--- src/rtl/addr_seq_pkg.sv ---
package addr_seq_pkg;

    // Default array geometry
    localparam int ARRAY_COLS = 688;
    localparam int ARRAY_ROWS = 508;

    // Subsampling selector: stride in Bayer pairs is code + 1
    typedef enum logic [1:0] {
        RATE_FULL    = 2'd0,
        RATE_HALF    = 2'd1,
        RATE_THIRD   = 2'd2,
        RATE_QUARTER = 2'd3
    } rate_e;

    // Flags that travel with each output address
    typedef struct packed {
        logic sol;
        logic eol;
        logic eof;
    } line_flags_t;

    // Pair stride for a rate
    function automatic logic [2:0] rate_stride(rate_e r);
        return {1'b0, r} + 3'd1;
    endfunction

    // Largest multiple of the stride that does not exceed v
    function automatic logic [15:0] grid_floor(logic [15:0] v, rate_e r);
        logic [15:0] res;
        case (r)
            RATE_FULL:    res = v;
            RATE_HALF:    res = {v[15:1], 1'b0};
            RATE_THIRD:   res = v - (v % 16'd3);
            default:      res = {v[15:2], 2'b00};
        endcase
        return res;
    endfunction

endpackage

--- src/rtl/addr_seq_axis.sv ---
module addr_seq_axis
    import addr_seq_pkg::*;
#(
    parameter int NUM        = 688,
    parameter bit FORCE_EVEN = 1'b1,
    localparam int W         = $clog2(NUM),
    localparam int LIMIT     = NUM - 2
) (
    input  logic         clk,
    input  logic         rst,
    input  logic         load,
    input  logic         step,
    input  logic [W-1:0] start,
    input  logic [W-1:0] extent,
    input  logic         mirror,
    input  rate_e        rate,
    output logic [W-1:0] addr,
    output logic         first,
    output logic         last
);

    logic [W-1:0] start_al;
    logic [W-1:0] base_n;
    logic [W-1:0] req_n;
    logic [W:0]   span_n;
    logic [W-1:0] avail_n;
    logic [W-1:0] pairs_n;
    logic [W-1:0] plast_n;

    // Variant: column axis aligns to the Bayer pair, row axis does not
    generate
        if (FORCE_EVEN) begin : g_even
            assign start_al = {start[W-1:1], 1'b0};
        end else begin : g_any
            assign start_al = start;
        end
    endgenerate

    always_comb begin
        base_n  = (start_al > W'(LIMIT)) ? W'(LIMIT) : start_al;
        req_n   = extent >> 1;
        if (req_n == '0) begin
            req_n = W'(1);
        end
        span_n  = (W+1)'(NUM) - {1'b0, base_n};
        avail_n = span_n[W:1];
        pairs_n = (req_n < avail_n) ? req_n : avail_n;
        plast_n = W'(grid_floor(16'(pairs_n - W'(1)), rate));
    end

    // Frame-held window state
    logic [W-1:0] base_q;
    logic [W-1:0] plast_q;
    logic         mir_q;
    logic [2:0]   stride_q;
    logic [W-1:0] pidx_q;
    logic         bit_q;

    logic [W-1:0] sp;
    logic         sb;
    logic [W-1:0] ep;
    logic         eb;

    always_comb begin
        sp    = mir_q ? plast_q : '0;
        sb    = mir_q;
        ep    = mir_q ? '0 : plast_q;
        eb    = ~mir_q;
        first = (pidx_q == sp) && (bit_q == sb);
        last  = (pidx_q == ep) && (bit_q == eb);
        addr  = base_q + {pidx_q[W-2:0], bit_q};
    end

    always_ff @(posedge clk) begin
        if (rst) begin
            base_q   <= '0;
            plast_q  <= '0;
            mir_q    <= 1'b0;
            stride_q <= 3'd1;
            pidx_q   <= '0;
            bit_q    <= 1'b0;
        end else if (load) begin
            base_q   <= base_n;
            plast_q  <= plast_n;
            mir_q    <= mirror;
            stride_q <= rate_stride(rate);
            pidx_q   <= mirror ? plast_n : '0;
            bit_q    <= mirror;
        end else if (step) begin
            if (last) begin
                pidx_q <= sp;
                bit_q  <= sb;
            end else if (!mir_q) begin
                bit_q <= ~bit_q;
                if (bit_q) begin
                    pidx_q <= pidx_q + W'(stride_q);
                end
            end else begin
                bit_q <= ~bit_q;
                if (!bit_q) begin
                    pidx_q <= pidx_q - W'(stride_q);
                end
            end
        end
    end

endmodule

--- src/rtl/addr_seq_frame_ctrl.sv ---
module addr_seq_frame_ctrl (
    input  logic clk,
    input  logic rst,
    input  logic pix_en,
    input  logic col_last,
    input  logic row_last,
    output logic load,
    output logic fire,
    output logic row_step,
    output logic frame_end
);

    logic load_pend_q;

    always_comb begin
        load      = load_pend_q;
        fire      = pix_en & ~load_pend_q;
        row_step  = fire & col_last;
        frame_end = fire & col_last & row_last;
    end

    always_ff @(posedge clk) begin
        if (rst) begin
            load_pend_q <= 1'b1;
        end else if (load_pend_q) begin
            load_pend_q <= 1'b0;
        end else if (frame_end) begin
            load_pend_q <= 1'b1;
        end
    end

endmodule

--- src/rtl/addr_seq_gen.sv ---
module addr_seq_gen
    import addr_seq_pkg::*;
#(
    parameter int NUM_COLS = ARRAY_COLS,
    parameter int NUM_ROWS = ARRAY_ROWS,
    localparam int COL_W   = $clog2(NUM_COLS),
    localparam int ROW_W   = $clog2(NUM_ROWS)
) (
    input  logic             clk,
    input  logic             rst,
    input  logic             pix_en,
    input  logic [ROW_W-1:0] cfg_row_start,
    input  logic [COL_W-1:0] cfg_col_start,
    input  logic [ROW_W-1:0] cfg_row_depth,
    input  logic [COL_W-1:0] cfg_col_width,
    input  logic             cfg_mirror_h,
    input  logic             cfg_mirror_v,
    input  logic [1:0]       cfg_rate_row,
    input  logic [1:0]       cfg_rate_col,
    output logic             out_vld,
    output logic [COL_W-1:0] out_col,
    output logic [ROW_W-1:0] out_row,
    output logic             out_sol,
    output logic             out_eol,
    output logic             out_eof
);

    logic             load;
    logic             fire;
    logic             row_step;
    logic             frame_end;
    logic [COL_W-1:0] col_addr;
    logic [ROW_W-1:0] row_addr;
    logic             col_first;
    logic             col_last;
    logic             row_first;
    logic             row_last;

    addr_seq_frame_ctrl u_ctrl (
        .clk       (clk),
        .rst       (rst),
        .pix_en    (pix_en),
        .col_last  (col_last),
        .row_last  (row_last),
        .load      (load),
        .fire      (fire),
        .row_step  (row_step),
        .frame_end (frame_end)
    );

    addr_seq_axis #(.NUM(NUM_COLS), .FORCE_EVEN(1'b1)) u_col_axis (
        .clk    (clk),
        .rst    (rst),
        .load   (load),
        .step   (fire),
        .start  (cfg_col_start),
        .extent (cfg_col_width),
        .mirror (cfg_mirror_h),
        .rate   (rate_e'(cfg_rate_col)),
        .addr   (col_addr),
        .first  (col_first),
        .last   (col_last)
    );

    addr_seq_axis #(.NUM(NUM_ROWS), .FORCE_EVEN(1'b0)) u_row_axis (
        .clk    (clk),
        .rst    (rst),
        .load   (load),
        .step   (row_step),
        .start  (cfg_row_start),
        .extent (cfg_row_depth),
        .mirror (cfg_mirror_v),
        .rate   (rate_e'(cfg_rate_row)),
        .addr   (row_addr),
        .first  (row_first),
        .last   (row_last)
    );

    // Output register stage
    line_flags_t      flags_q;
    logic             vld_q;
    logic [COL_W-1:0] col_q;
    logic [ROW_W-1:0] row_q;

    always_ff @(posedge clk) begin
        if (rst) begin
            vld_q   <= 1'b0;
            flags_q <= '0;
            col_q   <= '0;
            row_q   <= '0;
        end else begin
            vld_q <= fire;
            if (fire) begin
                col_q       <= col_addr;
                row_q       <= row_addr;
                flags_q.sol <= col_first;
                flags_q.eol <= col_last;
                flags_q.eof <= frame_end;
            end else begin
                flags_q <= '0;
            end
        end
    end

    assign out_vld = vld_q;
    assign out_col = col_q;
    assign out_row = row_q;
    assign out_sol = flags_q.sol;
    assign out_eol = flags_q.eol;
    assign out_eof = flags_q.eof;

    // Row-first flag is part of the axis interface; frame start is tracked by the controller
    logic unused_ok;
    assign unused_ok = row_first;

endmodule

--- config.mk ---
export PLATFORM = sky130hd
export DESIGN_NAME = addr_seq_gen
export DESIGN_NICKNAME = d
export VERILOG_FILES = /design/src/rtl/addr_seq_pkg.sv /design/src/rtl/addr_seq_axis.sv /design/src/rtl/addr_seq_frame_ctrl.sv /design/src/rtl/addr_seq_gen.sv
export SDC_FILE = /design/constraint.sdc
export NUM_CORES = 1
export LEC_CHECK = 0
export BUFFER_PORTS_ARGS = -buffer_cell sky130_fd_sc_hd__buf_2
export CORE_MARGIN = 2
export CORE_UTILIZATION = 65
export CTS_BUF_LIST = sky130_fd_sc_hd__clkbuf_4 sky130_fd_sc_hd__clkbuf_8
export DETAILED_ROUTE_END_ITERATION = 6
export HOLD_SLACK_MARGIN = 0.15
export PLACE_DENSITY = 0.85
export SYNTH_ARGS = -nofsm -noshare
export SYNTH_HDL_FRONTEND = slang
export SYNTH_HIERARCHICAL = 1
export SYNTH_SLANG_ARGS = --single-unit
--- constraint.sdc ---
create_clock -name clk -period 18.9 [get_ports clk]
set_input_delay 0.945 -clock clk [delete_from_list [all_inputs] [get_ports clk]]
set_output_delay 0.945 -clock clk [all_outputs]
set_load 0.03 [all_outputs]
# --- Word level (Yosys, flattened, before mapping) ---
# Index checks and enable logic that the tools add are counted.
# W data, S select, Z words.
word_totals:
  reg_bits: 91
  elab_cells: 108
  out_inout_bits: 23
  inputBits: 47
classes:
  muxes: 34
  n_addsub: 14
  bitwise: 9
  magnitude_cmp: 4
  eq_ne: 12
  n_reduce_logical: 14
  n_div: 2
op_table:
  columns: ["op", "count"]
  rows:
  - ["$mux W10", 11]
  - ["$mux W9", 12]
  - ["$mod A16 B2 Y16 const B", 2]
  - ["$pmux W10 S3", 1]
  - ["$pmux W9 S3", 1]
  - ["$eq A10 B10 Y1", 2]
  - ["$sub A10 B1 Y11 const B", 1]
  - ["$sub A10 B10 Y11 const A", 1]
  - ["$add A10 B10 Y10", 1]
  - ["$add A10 B3 Y10", 1]
  - ["$gt A10 B10 Y1 const B", 1]
  - ["$logic_not A10 Y1", 1]
  - ["$lt A10 B10 Y1", 1]
  - ["$sub A10 B10 Y10", 1]
  - ["$sub A10 B3 Y10", 1]
  - ["$sub A9 B1 Y10 const B", 1]
  - ["$sub A9 B9 Y10 const A", 1]
  - ["$add A9 B3 Y9", 1]
  - ["$add A9 B9 Y9", 1]
  - ["$eq A9 B9 Y1", 1]
  - ["$gt A9 B9 Y1 const B", 1]
  - ["$logic_not A9 Y1", 1]
  - ["$lt A9 B9 Y1", 1]
  - ["$sub A9 B3 Y9", 1]
  - ["other kinds (16)", 42]

# --- Longest topological paths before layout ---
logic_depth:
  word_depth: 11
  mapped_depth: 53
  mapped_depth_nobuf: 49

# --- Cells and area by module ---
# Netlist, hierarchy kept.
modules_own_cells:
  columns: ["module", "seq_area_each_um2", "area_per_inst_um2", "n_inst", "cells_each"]
  rows:
  - ["addr_seq_axis at u_col_axis", 680.7, 5057.4, 1, 680]
  - ["addr_seq_axis at u_row_axis", 640.6, 4665.7, 1, 603]
  - ["addr_seq_gen", 460.4, 779.5, 1, 69]
  - ["addr_seq_frame_ctrl", 20.0, 56.3, 1, 5]

# --- Worst setup path before layout ---
# OpenSTA, ideal clock, no wires.
synth_timing:
  path_kind: "input port to flip-flop"
  startpoint: "input cfg_col_start[4]"
  endpoint: "register u_col_axis.pidx_q[7]"
  required_time_ns: 18.784
  t_arrival_ns: 10.592
  slack_ns: 8.191
  stages: 52
  setup_time_ns: 0.116
  n_path_buf: 4
  path_cell_list: "buf_6 > a211o_1 > and2_1 > buf_2 > nor2_1 > ha_1 > nand2b_1 > a31oi_1 > xnor2_1 > nor2_1 > inv_1 > ha_1 > a2111oi_2 > o21ai_1 > or4_4 > nand2_2 > buf_2 > nor2_1 > (+16 left out) > nand2b_1 > xnor2_1 > ha_1 > inv_1 > o31ai_1 > mux2_2 > inv_1 > ha_1 > nor2b_1 > o21ai_0 > nand2b_1 > a21o_1 > a21o_1 > and3_1 > a311o_1 > xnor2_1 > o21ai_1 > a41o_1"
synth_via:
  elab_chain_cells: 11
synth_rtl:
  columns: ["element", "line", "rtl"]
  rows:
  - ["start: declaration", "addr_seq_gen.sv:13", "input logic [COL_W-1:0] cfg_col_start,"]
  - ["$gt A10 B10 Y1", "addr_seq_axis.sv:40", "base_n = (start_al > W'(LIMIT)) ? W'(LIMIT) : start_al;"]
  - ["$mux W10 *", "addr_seq_axis.sv:40", null]
  - ["$sub A10 B10 Y11 *", "addr_seq_axis.sv:45", "span_n = (W+1)'(NUM) - {1'b0, base_n};"]
  - ["$lt A10 B10 Y1", "addr_seq_axis.sv:47", "pairs_n = (req_n < avail_n) ? req_n : avail_n;"]
  - ["$mux W10 *", "addr_seq_axis.sv:47", null]
  - ["$sub A10 B1 Y11 *", "addr_seq_axis.sv:48", "plast_n = W'(grid_floor(16'(pairs_n - W'(1)), rate));"]
  - ["$mod A16 B2 Y16", "addr_seq_pkg.sv:33", "RATE_THIRD: res = v - (v % 16'd3);"]
  - ["$sub A10 B10 Y10", "addr_seq_pkg.sv:33", null]
  - ["$pmux W10 S3 *", "addr_seq_pkg.sv:30", "case (r)"]
  - ["$mux W10 *", "addr_seq_axis.sv:87", "pidx_q <= mirror ? plast_n : '0;"]
  - ["$mux W10 *", "addr_seq_axis.sv:82", "end else if (load) begin"]
  - ["end signal: assignment", "addr_seq_axis.sv:87", null]
  - ["end signal: assignment", "addr_seq_axis.sv:91", "pidx_q <= sp;"]
  - ["end signal: assignment", "addr_seq_axis.sv:96", "pidx_q <= pidx_q + W'(stride_q);"]
  - ["end: declaration", "addr_seq_axis.sv:56", "logic [W-1:0] pidx_q;"]
# Mark *: on every way between the ends. The rest lies on a longest branch, timed or not.
# A chain may end at the register's enable or synchronous reset.

# --- Worst setup path in the final report ---
layout_timing:
  startpoint: "input cfg_col_start[4]"
  endpoint: "register u_col_axis.pidx_q[9]"
# Same word-level chain as after synthesis.

==> impl_metrics.csv <==
group,metric,value,unit
critical_path,critical_path.slowest_cell,"sky130_fd_sc_hd__or4_1",
critical_path,crit_path_max_fanout,10,
clock_network,cts.repair.resized,0,
floorplanning,fp.dieArea,17000,um2
timing,fin_skew,14.0,ps
critical_path,worstSetupStartpointType,"input port",
clock_network,clock_sinks,90,
critical_path,cp-end-kind,"flip-flop",
final_layout,drive_gt1_share,12.4,%
routing,ratio_of_routed_vias_to_standard_cells,6.39,
routing,post_drt_wl_per_cell,16.7,um
final_layout,flow.area_growth_from_synthesis,4.14,%
clock_network,path_clk_slew,80,ps
run_status,outcome,"complete, no violations",
flow_run,maxCapViolCount,0,
timing,max_slew_headroom_at_the_worst_pin,44.9,%
timing,rsz_0062_raised_after_global_routing,"no",
grt,number_of_global_route_vias_before_repair,9213,
critical_path,crit_type,"in -> reg",
synth,synth_nets,1477,
timing,max_freq,0.0836,GHz
clock_network,tritoncts,"built",
floorplanning,die_height,130,um
grt,grt_max_degree,74,
timing,timing_hold_violations_final,0,
pwr,power_density,109,nW/um2
floorplanning,die_x,130,um
routing,drt_iter0_drc,892,
placement,port_buffers,66,
clock_network,cts_buffers,9,
grt,grt.overflow.total,0,
timing,final-max-slew-violation-count,0,
pwr,max-vdd-ir-drop,0.0000680,V
timing,post_layout_minimum_cycle_time,11960,ps
routing,totalWireLength,25900,um
timing,final-setup-viol-count,0,
floorplanning,floorplan.initialDensity,65.9,%
synth,post_synthesis_average_cell_area,7.82,um2
critical_path,cp_data_required_time,19130,ps
clock_network,cts.root.buffer_cell,"sky130_fd_sc_hd__clkbuf_8",
clock_network,worst_skew_pair.late_latency,380,ps
grt,track_usage,30.8,%
timing,min_period_over_period,63.3,%
synth,synth.cell_area,10400,um2
final_layout,finish.net_count,1476,
placement,dp_hpwl,19900,um
synth,ys.warnings.count,6,
clock_network,cts_max_path_buffers,2,
routing,detail-route-antenna-nets,0,
floorplanning,core_area,15800,um2
routing,drc,0,
pwr,finalPower,1.18,mW
routing,drtPass1Iterations,6,
floorplanning,row_count,46,
placement,gp_congestion,0.916,
clock_network,postCtsSetupRepairBufs,0,
clock_network,cts_hold_buffers,0,
synth,postSynthCellCount,1330,
grt,grt_antenna_before_repair,2,
floorplanning,pin_count,70,
critical_path,arrival,12200,ps
timing,tightest_slew,825,ps
critical_path,timing.critical_path.slowest_cell_delay,670,ps
routing,routed-via-count,9918,
timing,fin_setup_tns,0,ps
pwr,total_leakage_power,4.56,nW
grt,grt_first_pass_wirelength,43200,um
clock_network,ctsHtreeMaxLevel,3,
min_path,hold_path_class,"reg -> reg",
==> per-stage QoR <==
step | util, % | cells | setup WS [ps] | hold WS, ps | instance area [um2]
6_report | 68.7 | 1552 | 6940 | 495 | 10800
4_1_cts | 68.6 | 1550 | 7190 | 498 | 10800
2_1_floorplan | - | 1330 | 8190 | 445 | 10400
5_1_grt | 68.7 | 1552 | 6270 | 514 | 10800
3_3_place_gp | 67.5 | 1534 | 7140 | 467 | 10600
3_5_place_dp | 67.5 | 1534 | 6820 | 477 | 10600
==> cell type report <==
| class | instances | area (um2) |
|---|---|---|
| flip-flops and latches | 90 | 1810 |
| inverters | 88 | 330 |
| clock inverters | 6 | 50.0 |
| well taps | 216 | 270 |
| clock buffers | 10 | 131 |
| repair buffers | 69 | 353 |
| multi-input cells | 1071 | 7880 |
| diodes | 2 | 5.00 |
| fillers | 1344 | 4940 |
==> cell usage in the layout, fill, tap and decap left out, types with 23 or more instances in the layout <==
master	n
sky130_fd_sc_hd__nor3_1	32
sky130_fd_sc_hd__mux2i_1	51
sky130_fd_sc_hd__a21o_1	25
sky130_fd_sc_hd__a31oi_1	24
sky130_fd_sc_hd__dfxtp_1	89
sky130_fd_sc_hd__a21oi_1	89
sky130_fd_sc_hd__nand3_1	37
sky130_fd_sc_hd__xnor2_1	56
sky130_fd_sc_hd__o21ai_0	59
sky130_fd_sc_hd__ha_1	94
sky130_fd_sc_hd__nor2_1	145
sky130_fd_sc_hd__nand2_1	73
sky130_fd_sc_hd__inv_1	84
sky130_fd_sc_hd__buf_2	66
sky130_fd_sc_hd__xor2_1	23
==> worst max-delay path, delay by kind of cell <==
kind	cells	cell delay, ps
compound gates	18	4410
simple gates	15	3450
fa+ha+maj	6	1730
buf+inv	7	870
mux	1	420
xor+xnor	2	330
==> per-layer routing <==
metal	vias to the layer above	share of wire, %	wire length [um]	track usage, %
li1	4842	-	-	-
met1	4624	46	11900	41.8
met2	388	46	11800	51.3
met3	64	6.3	1630	3.42
met4	0	2.2	580	9.89
met5	-	0	0	0
==> registers in the layout, indices dropped and copies added (netlist names), 3 cells and up <==
name	cells
out_col	10
u_col_axis/pidx_q	10
u_col_axis/plast_q	10
u_row_axis/stride_q	3
u_row_axis/pidx_q	9
u_col_axis/stride_q	3
u_row_axis/plast_q	9
u_col_axis/base_q	9
out_row	9
u_row_axis/base_q	9
==> worst paths after layout <==
path               startpoint                   end  slack, ps  cells past startpoint
max          cfg_col_start[4]  u_col_axis/pidx_q[9]       6940                     49
min                out_col[0]            out_col[0]        500                      2
max reg2reg  u_col_axis/mir_q  u_row_axis/pidx_q[6]      14910                     13
min reg2reg        out_col[0]            out_col[0]        500                      2
==> where the power goes <==
group | switching, mW | total, mW | internal [mW]
logic | 0.468 | 0.819 | 0.351
clock network | 0.0747 | 0.126 | 0.0514
registers | 0.0277 | 0.235 | 0.208
No activity file was read; power rests on OpenSTA's default activity.
